**src/rtl/br_resolve.sv**
```systemverilog
module br_resolve #(
  parameter int LIW = 24,
  parameter int BDW = 14
) (
  input  logic              clk,
  input  logic              rst,
  input  logic              in_valid,
  input  logic [2:0]        kind,
  input  logic              aa,
  input  logic              lk,
  input  logic [4:0]        bo,
  input  logic [4:0]        bi,
  input  logic [LIW-1:0]    disp,
  input  logic [31:0]       cr,
  input  logic [63:0]       ctr_in,
  input  logic [63:0]       lr_in,
  input  logic [63:0]       tar_in,
  input  logic [63:0]       cia,
  input  logic              mode64,
  output logic              out_valid,
  output logic              taken,
  output logic [63:0]       nia,
  output logic              ctr_we,
  output logic [63:0]       ctr_wdata,
  output logic              lr_we,
  output logic [63:0]       lr_wdata
);
  localparam int AW = 64;
  localparam logic [2:0] K_B = 3'd0, K_BC = 3'd1, K_BLR = 3'd2, K_BCTR = 3'd3, K_BTAR = 3'd4;

  logic [AW-1:0] mask, seq, ctr_m1, off, tgt;
  logic known, uses_ctr, dec, ctr_nz, ctr_ok, cond_ok, go;

  assign mask     = mode64 ? {AW{1'b1}} : {{(AW-32){1'b0}}, {32{1'b1}}};
  assign seq      = (cia + AW'(4)) & mask;
  assign known    = kind <= K_BTAR;
  assign uses_ctr = (kind == K_BC) || (kind == K_BLR) || (kind == K_BTAR);
  assign dec      = uses_ctr && !bo[2];
  assign ctr_m1   = ctr_in - AW'(1);
  assign ctr_nz   = mode64 ? |ctr_m1 : |ctr_m1[31:0];
  assign ctr_ok   = !uses_ctr || bo[2] || (ctr_nz ^ bo[1]);
  assign cond_ok  = bo[4] || (cr[~bi] == bo[3]);

  always_comb begin
    off = (kind == K_B) ? {{(AW-LIW-2){disp[LIW-1]}}, disp, 2'b00}
                        : {{(AW-BDW-2){disp[BDW-1]}}, disp[BDW-1:0], 2'b00};
    go  = 1'b0;
    tgt = seq;
    case (kind)
      K_B:    begin go = 1'b1;               tgt = aa ? off : cia + off; end
      K_BC:   begin go = ctr_ok && cond_ok;  tgt = aa ? off : cia + off; end
      K_BLR:  begin go = ctr_ok && cond_ok;  tgt = {lr_in[AW-1:2], 2'b00}; end
      K_BCTR: begin go = cond_ok;            tgt = {ctr_in[AW-1:2], 2'b00}; end
      K_BTAR: begin go = ctr_ok && cond_ok;  tgt = {tar_in[AW-1:2], 2'b00}; end
      default: begin go = 1'b0;              tgt = seq; end
    endcase
  end

  always_ff @(posedge clk) begin
    if (rst) begin
      out_valid <= 1'b0;
      taken     <= 1'b0;
      nia       <= '0;
      ctr_we    <= 1'b0;
      ctr_wdata <= '0;
      lr_we     <= 1'b0;
      lr_wdata  <= '0;
    end else begin
      out_valid <= in_valid;
      taken     <= in_valid && go;
      nia       <= go ? (tgt & mask) : seq;
      ctr_we    <= in_valid && dec;
      ctr_wdata <= ctr_m1;
      lr_we     <= in_valid && known && lk;
      lr_wdata  <= seq;
    end
  end

  AST_IDLE_QUIET: assert property (@(posedge clk) disable iff (rst)
    !out_valid |-> (!ctr_we && !lr_we && !taken));
  AST_LINK_WRITE: assert property (@(posedge clk) disable iff (rst)
    (out_valid && $past(lk && kind <= K_BTAR)) |-> (lr_we && lr_wdata[1:0] == $past(cia[1:0]) + 2'd0));
  AST_CTR_STEP: assert property (@(posedge clk) disable iff (rst)
    ctr_we |-> (ctr_wdata == $past(ctr_in) - 64'd1));
  AST_CNT_FORM_NO_DEC: assert property (@(posedge clk) disable iff (rst)
    (out_valid && $past(kind) == K_BCTR) |-> !ctr_we);
  AST_FALL_THROUGH: assert property (@(posedge clk) disable iff (rst)
    (out_valid && !taken) |-> (nia == (($past(cia) + 64'd4) &
      ($past(mode64) ? 64'hFFFF_FFFF_FFFF_FFFF : 64'h0000_0000_FFFF_FFFF))));
  AST_NARROW_UPPER: assert property (@(posedge clk) disable iff (rst)
    (out_valid && !$past(mode64)) |-> (nia[63:32] == 32'd0 && lr_wdata[63:32] == 32'd0));
  AST_BAD_KIND: assert property (@(posedge clk) disable iff (rst)
    (out_valid && $past(kind) > K_BTAR) |-> (!taken && !ctr_we && !lr_we));
endmodule

```
**config.mk**
```make
export PLATFORM = sky130hd
export DESIGN_NAME = br_resolve
export DESIGN_NICKNAME = d
export VERILOG_FILES = /design/src/rtl/br_resolve.sv
export SDC_FILE = /design/constraint.sdc
export NUM_CORES = 1
export LEC_CHECK = 0
export BUFFER_PORTS_ARGS = -buffer_cell sky130_fd_sc_hd__buf_2
export CAP_MARGIN = 40
export CELL_PAD_IN_SITES_DETAIL_PLACEMENT = 2
export CELL_PAD_IN_SITES_GLOBAL_PLACEMENT = 2
export CORE_MARGIN = 2
export CORE_UTILIZATION = 28
export DETAILED_ROUTE_END_ITERATION = 6
export GPL_TIMING_DRIVEN = 0
export PLACE_DENSITY = 0.91
export SETUP_SLACK_MARGIN = 0.2
export SYNTH_ARGS = -nofsm -noshare
export SYNTH_HDL_FRONTEND = slang
export SYNTH_SLANG_ARGS = --single-unit
```
**constraint.sdc**
```tcl
create_clock -name clk -period 6 [get_ports clk]
set_input_delay 0.3 -clock clk [delete_from_list [all_inputs] [get_ports clk]]
set_output_delay 0.3 -clock clk [all_outputs]
set_load 0.01 [all_outputs]
```
Yosys cells after proc, flatten, opt, wreduce, memory -nomap -nowiden
Cells that the tools add are included.
- register bits after elaboration: 196
- input port bits: 331
- output and inout port bits: 196
- logic and storage cells: 48
- add/subtract/negate cells: 3
- magnitude comparators: 2
- equality and inequality tests: 5
- multiplexer cells: 9
- bitwise gates (word level): 4
- reduce and logical (&&, ||, !) cells: 18
- operators by type and width (cell ; number):
    $mux W64 ; 4
    $pmux W64 S4 ; 1
    $and A64 B64 Y64 ; 2
    $add A64 B3 Y64 const B ; 1
    $add A64 B64 Y64 ; 1
    $reduce_or A64 Y1 ; 1
    $sub A64 B1 Y64 const B ; 1
    $reduce_or A32 Y1 ; 1
    $eq A3 B2 Y1 const B ; 2
    $logic_and A1 B1 Y1 ; 6
    $lt A5 B6 Y1 const B ; 1
    $bmux W1 S5 ; 1
    $logic_or A1 B1 Y1 ; 5
    $not A5 Y5 ; 1
    $eq A3 B1 Y1 const B ; 1
    $eq A3 B3 Y1 const B ; 1
    $le A3 B3 Y1 const B ; 1
    $logic_not A3 Y1 ; 1
    $pmux W1 S3 ; 1
    $reduce_or A3 Y1 ; 1
    $logic_not A1 Y1 ; 2
    $mux W1 ; 2
    $reduce_or A2 Y1 ; 1
    $eq A1 B1 Y1 ; 1
    $xor A1 B1 Y1 ; 1

Longest topological paths before layout
Gate-level depths: netlist of run 1.
- word-level depth: 9
- gate-level depth with buffers: 18
- depth with buffers taken out: 16

Least setup slack after synthesis of run 1
No wires, ideal clock.
- kind: input port to flip-flop
- start point: input port kind[2]
- end point: register nia[57]
- setup time: 0.121 ns
- data arrival time: 4.307 ns
- required time: 5.879 ns
- slack: 1.572 ns
- cell stages on the path: 18
- buffers on the path: 3
- path through: clkbuf_1 nor3_1 clkbuf_1 a21boi_0 inv_1 ha_1 clkbuf_1 nand4_1 nor4_1 inv_1 a311oi_1 o311ai_0 a211oi_1 o211ai_1 a21oi_1 o21a_1 nor3_1 mux2_4
- longest elaborated chain between the ends: 9
- elaborated cells between the ends (all ways): 20
- those cells by class: 1 x add/sub; 4 x eq/ne; 5 x mux; 1 x bitwise; 9 x reduce/logical
- ends and longest elaborated chain (element ; RTL line ; text):
    start, declared ; 8 ; input logic [2:0] kind,
    branches (longest 8 deep; another with $add A64 B64 Y64) ; -- ;
    $mux W64 * ; 71 ; nia <= go ? (tgt & mask) : seq;
    end signal, assigned ; 71 ;
    end, declared ; 22 ; output logic [63:0] nia,
Mark *: on every way between the ends.
A chain may end at the register's enable or synchronous reset.

Final worst setup path of run 1
Same ends and word-level chain as after synthesis.

==> flow_metrics.tcl, run 1 <==
set metrics [dict create \
    critPathBufInv 5 \
    slowest_delay_ns 0.52 \
    top_layer "met5" \
    post_cts_buffers 0 \
    synth_edf_count 0 \
    synth_ff_type "dfxtp_1" \
    worstPathCellList "clkbuf_1 > nor3_2 > clkbuf_1 > a21boi_2 > inv_4 > ha_1 > clkbuf_1 > nand4_1 > nor4_2 > inv_1 > a311oi_1 > o311ai_0 > a211oi_1 > o211ai_1 > a21oi_1 > nor3_1 > nor3_1 > mux2_4" \
    first_global_vias 18480 \
    cts-root-buf "clkbuf_16" \
    die-area_um2 52920 \
    clk_path_buf_depth 2 \
    whs_ns 0.03086 \
    netlist_area_um2 14310 \
    core_um2 50270 \
    synth_top_family_by_area "compound AO/OA/AOI/OAI gates" \
    setup_ws_ns 0.5258 \
    drc 0 \
    status "finished clean" \
    synthXorXnorAreaFrac_pct 9.917 \
    via_count 17450 \
    syn2layout_area_growth_pct 28.58 \
    grt_use_total_pct 31.87 \
    grt.overflow.total 0 \
    start_util_pct 28.46 \
    post_cts_resized 3 \
    grt_pass1_wl_mm 125.3 \
    tightest_slew_ns 0.8817 \
    start_kind "primary input" \
    syn-num-nets 2219 \
    worstPathMaxFanout 41 \
    cts_tree "built" \
    vias_per_cell 5.702 \
    worst_hold_path_type "in -> reg" \
    maxSlewHeadroom_pct 41.22 \
    hold_violations 0 \
    cp.arrival_ns 5.94 \
    maxSlewViolCount 0 \
    setup_tns_ns 0 \
    synthDistinctLibCells 81 \
    clock-sinks 196 \
    antenna_found_initial 17 \
    seqPwrFrac_pct 35.1 \
    finalSetupViolCount 0 \
    gp_congestion 0.9773 \
    synthArstFlopShare_pct 0 \
    p_sw_mw 1.617 \
    cap_viol_max_count 0 \
    dieWidth_um 230.1 \
    grt_max_degree 42 \
    critical-path-top-delay-family "compound AO/OA/AOI/OAI gates" \
    ir_drop_v 0.0002572 \
    final_util_pct 36.59 \
    synth-compound-area-share_pct 23.08 \
    required_ns 6.46 \
    cts_inserted_buffers 17 \
    wl_mm 87.37 \
    cts.clk_slew.worst_paths_ns 0.08 \
    hold_end "lr_we" \
    dieHeight_um 230.1 \
    ys_ff_latch 196 \
    p_int_mw 2.468 \
    wl_per_cell_um 28.55 \
    ys_seq_area_share_pct 27.42 \
    endpoint_kind "flop" \
    hpwlAfterDp_mm 72.94 \
    htreeDepth 4 \
    drtIter0Drc 1354 \
    synth.avg_cell_area_um2 7.848 \
    crit_top_cell "clkbuf_1" \
    power_mw 4.085 \
    worstSetupPathType "in -> reg" \
    layout-drive-gt1-share_pct 27.41 \
    fin_cells 3060 \
    drt-pass1-iter-count 7 \
    place_area_um2 17770 \
    boundaryPins 527 \
    ys_warn_count 0 \
    dp_cells 3011 \
    ant_nets 0 \
    p_per_area_nw_per_um2 222.1 \
    met1Wirelength_mm 35.62 \
    rsz0062_at_grt "false" \
    wl_met2_mm 43.06 \
    syn_inst 1823 \
    synth.mux.area_fraction_pct 6.882 \
    fin_crit_sh_pct 91.24 \
    clkPwrFrac_pct 29.1 \
    crit_path_top_delay_cell "a311oi_1" \
    hold_path_depth 2 \
    dp_slack_ns -0.6400 \
    port_buffers 510 \
    max_freq_mhz 182.7 \
    hp-start "lk" \
    p_leak_nw 7.919 \
    pwr-share-comb_pct 35.8 \
    routed-wl-met3_mm 5.198 \
    period_needed_ns 5.474 \
    synthSimpleGateAreaFrac_pct 22.85 \
    fp-row-count 82 \
    design_area_um2 18400 \
    switching_share_pct 39.58 \
    nets 2754 \
    hold_buffers 0 \
    synth_adder_area_share_pct 5.737 \
]
## synthesized netlist by cell type (26+ instances only)
cell / n / share of area, %
o21ai_0: 163 / 5.7
nand2_1: 155 / 4.1
or3_1: 28 / 1.2
dfxtp_1: 196 / 27
nor3_1: 44 / 1.5
xnor2_1: 78 / 4.8
clkbuf_1: 86 / 2.3
inv_1: 34 / 0.89
a21o_1: 33 / 1.7
nor2b_1: 26 / 1.1
a21oi_1: 139 / 4.9
nand4_1: 33 / 1.4
o31ai_1: 26 / 1.4
xor2_1: 84 / 5.1
nand3_1: 57 / 2.0
mux2_2: 45 / 3.5
nor4_1: 30 / 1.3
nor2_1: 178 / 4.7
ha_1: 64 / 5.6
## routing by layer
metal	track usage, %	up-vias
li1	-	7762
met1	38.43	8737
met2	55.46	788
met3	5.246	158
met4	14.23	4
met5	0	-
## cell usage in the layout, fill, tap and decap left out, types with 29 or more instances in the layout
master,n
buf_2,522
dfxtp_1,196
nor2_1,178
o21ai_0,163
nand2_1,155
a21oi_1,139
clkbuf_1,87
xor2_1,84
xnor2_1,78
ha_1,64
nand3_1,57
mux2_2,45
nor3_1,43
inv_1,33
nand4_1,33
a21o_1,33
nor4_1,29
## power by group through the flow
stage | combinational (mW) | clock, mW | sequential (mW)
floorplan | 0.722 | 0 | 1.50
global placement | 1.37 | 0 | 1.46
detailed placement | 1.42 | 0 | 1.46
CTS | 1.44 | 1.20 | 1.43
global route | 1.56 | 1.25 | 1.44
finish | 1.46 | 1.19 | 1.43
## flip-flops by register name, summed over array words and instances (netlist names)
| signal | count |
|---|---|
| nia | 64 |
| out_valid | 1 |
| lr_we | 1 |
| ctr_wdata | 64 |
| taken | 1 |
| lr_wdata | 64 |
| ctr_we | 1 |
## cell families (layout without fill, tap and decap cells)
kind of cell,after synthesis,in the layout
AO/OA/AOI/OAI,522,522
XOR/XNOR,162,162
adder cells (fa/ha/maj),65,65
buffers and inverters,145,693
flip-flops,196,196
multiplexers,78,78
other,0,17
AND/OR/NAND/NOR,655,655
## how the worst max path moves through the flow
stage	end	cells after the start	slack [ns]	from
2_1_floorplan	nia[57]	18	1.57	kind[2]
3_3_place_gp	nia[57]	18	-0.89	kind[2]
3_5_place_dp	nia[57]	18	-0.64	kind[2]
4_1_cts	nia[57]	18	0.44	kind[2]
5_1_grt	nia[57]	18	0.26	kind[2]
6_report	nia[57]	18	0.53	kind[2]
## final cells by class
| cell class | instances | area, um2 |
|---|---|---|
| Clock buffer | 18 | 429.2 |
| Antenna cell | 17 | 42.54 |
| Clock inverter | 14 | 137.6 |
| Timing Repair Buffer | 516 | 2621 |
| Tap cell | 672 | 840.8 |
| Inverter | 35 | 133.9 |
| Multi-Input combinational cell | 1482 | 9811 |
| Buffer | 110 | 456.7 |
| Fill cell | 5870 | 31880 |
| Sequential cell | 196 | 3924 |
Power figures use the tool's default switching activity.
==> run 2, diff against run 1 <==
Settings changed: CELL_PAD_IN_SITES_DETAIL_PLACEMENT 2 to not set, CELL_PAD_IN_SITES_GLOBAL_PLACEMENT 2 to not set, CORE_AREA set to 2 2 203 205, CORE_MARGIN 2 to not set, CORE_UTILIZATION 28 to not set, DIE_AREA set to 0 0 205 207, PLACE_DENSITY 0.91 to 0.7.
==> flow_metrics.tcl, run 2 (synthesis results as in run 1) <==
set metrics [dict create \
    status "complete, but fails checks" \
    violations "design-rule violations" \
    reg_top3 "ctr_wdata: 64 flops, lr_wdata: 64 flops, nia: 64 flops" \
    htreeDepth 4 \
    port_buffers 510 \
    dp_cells 2871 \
    hp-start "lk" \
    ant_nets 0 \
    worst_hold_path_type "in -> reg" \
    fin_cells 2923 \
    finalSetupViolCount 0 \
    endpoint_kind "flop" \
    syn2layout_area_growth_pct 27.64 \
    clk_path_buf_depth 2 \
    dp_slack_ns -0.1701 \
    max_freq_mhz 188.0 \
    hold_violations 0 \
    hpwlAfterDp_mm 60.48 \
    start_util_pct 35.44 \
    nets 2754 \
    grt.overflow.total 0 \
    die-area_um2 42440 \
    rsz0062_at_grt "false" \
    p_leak_nw 7.938 \
    critical-path-top-delay-family "compound AO/OA/AOI/OAI gates" \
    wl_per_cell_um 24.74 \
    grt_use_total_pct 32.75 \
    cts_tree "built" \
    gp_congestion 1.002 \
    slowest_delay_ns 0.48 \
    mostFrequentLayoutCells "522 x buf_2, 196 x dfxtp_1, 178 x nor2_1, 163 x o21ai_0, 155 x nand2_1" \
    period_needed_ns 5.319 \
    cts_inserted_buffers 17 \
    critPathBufInv 5 \
    dieHeight_um 207 \
    vias_per_cell 5.765 \
    antenna_found_initial 19 \
    core_um2 40370 \
    via_count 16850 \
    fp-row-count 74 \
    final_util_pct 45.24 \
    wl_mm 72.31 \
    first_global_vias 16130 \
    grt_pass1_wl_mm 102.8 \
    boundaryPins 527 \
    cts.clk_slew.worst_paths_ns 0.08 \
    start_kind "primary input" \
    maxSlewHeadroom_pct 38.69 \
    cts-root-buf "clkbuf_16" \
    hold_path_depth 2 \
    maxSlewViolCount 0 \
    drc 19 \
    worstSetupPathType "in -> reg" \
    cp.arrival_ns 5.73 \
    setup_ws_ns 0.6808 \
    ir_drop_v 0.0001684 \
    crit_top_cell "clkbuf_1" \
    crit_path_top_delay_cell "a311oi_1" \
    hold_end "lr_we" \
    dieWidth_um 205 \
    hold_buffers 0 \
    whs_ns 0.06640 \
    grt_max_degree 24 \
    p_per_area_nw_per_um2 219.6 \
    cap_viol_max_count 0 \
    clock-sinks 196 \
    tightest_slew_ns 0.9113 \
    fin_crit_sh_pct 88.65 \
    drt-pass1-iter-count 7 \
    required_ns 6.41 \
    worstPathCellList "clkbuf_1 > nor3_2 > clkbuf_1 > a21boi_1 > inv_2 > ha_1 > clkbuf_1 > nand4_1 > nor4_1 > inv_1 > a311oi_1 > o311ai_0 > a211oi_1 > o211ai_1 > a21oi_1 > nor4_1 > a211o_1 > a2bb2oi_1" \
    worstPathMaxFanout 19 \
    layout_commonest_cell "buf_2" \
    layout-drive-gt1-share_pct 27.37 \
    drtIter0Drc 1616 \
]
[run 2: repair_timing]
item / CTS / global route
resized for setup: 0 / 3
setup buffers: 0 / 0
endpoints found under the setup margin: 0 / 4
[run 2: power by group]
part           leakage (nW)  internal (mW)  switching [mW]  total (mW)
combinational          6.02          0.520           0.863        1.38
sequential             1.63           1.40          0.0350        1.43
clock                 0.291          0.564           0.634        1.20
total                  7.94           2.48            1.53        4.01
[run 2: worst max-delay path by stage]
| stage | from | end | slack, ns | depth (start not counted) |
|---|---|---|---|---|
| after floorplan | kind[2] | nia[57] | 1.57 | 18 |
| after global placement | kind[2] | nia[59] | -0.61 | 18 |
| after detailed placement | kind[2] | nia[59] | -0.17 | 18 |
| after CTS | kind[2] | nia[59] | 0.30 | 18 |
| after global routing | kind[2] | nia[59] | 0.40 | 18 |
| final | kind[2] | nia[59] | 0.68 | 18 |
[run 2: layer usage]
| layer | share of wire [%] | GRT usage [%] | vias up |
|---|---|---|---|
| li1 | - | - | 7764 |
| met1 | 40 | 41.01 | 7990 |
| met2 | 46 | 53.46 | 933 |
| met3 | 8.8 | 7.772 | 161 |
| met4 | 4.3 | 14.02 | 2 |
| met5 | 0.025 | 0 | - |
[run 2: stage by stage]
stage	cell area [um2]	power (mW)	setup TNS (ns)
2_1_floorplan	14310	2.223	0
3_5_place_dp	17600	2.806	-0.2522
4_1_cts	18210	3.988	0
5_1_grt	18260	4.167	0
3_3_place_gp	17530	2.795	-3.224
6_report	18260	4.011	0
[run 2: cell type report]
| class | instances | area (um2) |
|---|---|---|
| clock buffers | 17 | 425.4 |
| diodes | 20 | 50.05 |
| repair buffers | 516 | 2626 |
| inverters | 35 | 131.4 |
| plain buffers | 110 | 456.7 |
| well taps | 532 | 665.6 |
| flip-flops and latches | 196 | 3924 |
| clock inverters | 15 | 182.7 |
| multi-input cells | 1482 | 9801 |
| fillers | 4178 | 22110 |
==> run 3, diff against run 2 <==
Settings changed: MAX_ROUTING_LAYER set to met4.
Clock period 6 ns to 5.7 ns, I/O delays scaled along.
==> flow_metrics.tcl, run 3 (synthesis results as in run 1) <==
set metrics [dict create \
    mostFrequentLayoutCells "522 x buf_2, 196 x dfxtp_1, 178 x nor2_1, 163 x o21ai_0, 155 x nand2_1" \
    worst_hold_path_type "in -> reg" \
    vias_per_cell 5.761 \
    cap_viol_max_count 0 \
    p_per_area_nw_per_um2 234.9 \
    tightest_slew_ns 0.8527 \
    power_mw 4.298 \
    worstPathMaxFanout 23 \
    start_util_pct 35.44 \
    violations "design-rule violations" \
    n_fill_cell 4240 \
    fin_crit_sh_pct 91.80 \
    port_buffers 510 \
    cts_tree "built" \
    htreeDepth 4 \
    drc 5 \
    grt_pass1_wl_mm 103.9 \
    cts_inserted_buffers 17 \
    die-area_um2 42440 \
    grt_use_total_pct 34.01 \
    required_ns 6.10 \
    boundaryPins 527 \
    fp-row-count 74 \
    ant_nets 0 \
    cts-root-buf "clkbuf_16" \
    p_leak_nw 7.973 \
    maxSlewViolCount 0 \
    dp_slack_ns -0.3618 \
    cp.arrival_ns 5.63 \
    clock-sinks 196 \
    core_um2 40370 \
    reg_top3 "ctr_wdata: 64 flops, lr_wdata: 64 flops, nia: 64 flops" \
    layout_commonest_cell "buf_2" \
    hp-start "cia[0]" \
    hold_path_depth 2 \
    grt.overflow.total 0 \
    status "complete, but fails checks" \
    nets 2755 \
    start_kind "primary input" \
    p_int_mw 2.695 \
    wl_mm 72.68 \
    seqPwrFrac_pct 35.0 \
    setup_ws_ns 0.4673 \
    drtIter0Drc 1778 \
    hold_end "lr_wdata[0]" \
    antenna_found_initial 11 \
    final_util_pct 45.33 \
    finalSetupViolCount 0 \
    cts.clk_slew.worst_paths_ns 0.08 \
    ff_latch_area_um2 3924 \
    gp_congestion 1.016 \
    clkPwrFrac_pct 31.0 \
    worstSetupPathType "in -> reg" \
    multiInputGateArea_um2 9806 \
    via_count 16810 \
    endpoint_kind "flop" \
    wl_per_cell_um 24.92 \
    layout-drive-gt1-share_pct 27.49 \
    grt_max_degree 24 \
    period_needed_ns 5.233 \
    pwr-share-comb_pct 34.0 \
    clk_path_buf_depth 2 \
    rsz0062_at_grt "false" \
    syn2layout_area_growth_pct 27.89 \
    p_sw_mw 1.604 \
    hpwlAfterDp_mm 61.03 \
    hold_violations 0 \
    dieHeight_um 207 \
    drt-pass1-iter-count 7 \
    switching_share_pct 37.31 \
    first_global_vias 16090 \
    maxSlewHeadroom_pct 43.15 \
    ir_drop_v 0.0002120 \
    max_freq_mhz 191.1 \
    post_cts_buffers 0 \
    dieWidth_um 205 \
]
[run 3: worst max-delay path by stage]
stage	start	end	slack [ns]
after floorplan	kind[2]	nia[57]	1.29
after global placement	kind[2]	nia[59]	-0.89
after detailed placement	kind[2]	nia[59]	-0.36
after CTS	kind[2]	nia[59]	0.22
after global routing	kind[2]	nia[59]	0.23
final	kind[0]	nia[59]	0.47
[run 3: power by group through the flow]
| stage | registers (mW) | clock network (mW) | logic (mW) |
|---|---|---|---|
| 5_1_grt | 1.51 | 1.40 | 1.56 |
| 3_3_place_gp | 1.54 | 0 | 1.41 |
| 6_report | 1.51 | 1.33 | 1.46 |
| 2_1_floorplan | 1.58 | 0 | 0.760 |
| 4_1_cts | 1.51 | 1.34 | 1.43 |
| 3_5_place_dp | 1.54 | 0 | 1.42 |
[run 3: layout make-up]
type | count | area share, %
Multi-Input combinational cell | 1482 | 53.59
Sequential cell | 196 | 21.44
Timing Repair Buffer | 517 | 14.46
Tap cell | 532 | 3.638
Buffer | 110 | 2.510
Clock buffer | 17 | 2.325
Clock inverter | 15 | 1.142
Inverter | 35 | 0.7180
Antenna cell | 13 | 0.1778
[run 3: through the flow]
stage	cells	instance area [um2]	hold slack (ns)	TNS, ns
2_1_floorplan	1823	14310	0.3574	0
4_1_cts	2904	18260	0.04937	0
5_1_grt	2916	18300	0.05646	0
3_5_place_dp	2872	17620	0.5453	-0.9122
3_3_place_gp	2865	17530	0.5440	-7.445
6_report	2917	18300	0.06630	0
[run 3: repair_timing]
item	in CTS	in global routing
endpoints found under the setup margin	2	7
resized for setup	1	6
hold buffers	0	0
[run 3: critical path: stages]
cell and delay (ns):
buf_2 0.16, nor3_2 0.33, nand2b_1 0.17, a21boi_1 0.31, inv_1 0.20, buf_16 0.21, buf_8 0.17, ha_1 0.27
clkbuf_1 0.27, nand4_1 0.26, nor4_1 0.46, inv_1 0.10, a311oi_1 0.46, o311ai_0 0.36, a211oi_2 0.38, o211ai_1 0.19
a21oi_1 0.36, nor4_1 0.09, a211o_1 0.34, a2bb2oi_1 0.22
[run 3: per-layer routing]
layer	vias to the layer above	track usage (%)	share of wire [%]
li1	7748	-	-
met4	0	12.80	3.5
met5	-	-	0
met1	8007	43.54	42
met2	923	54.46	47
met3	128	4.390	7.6
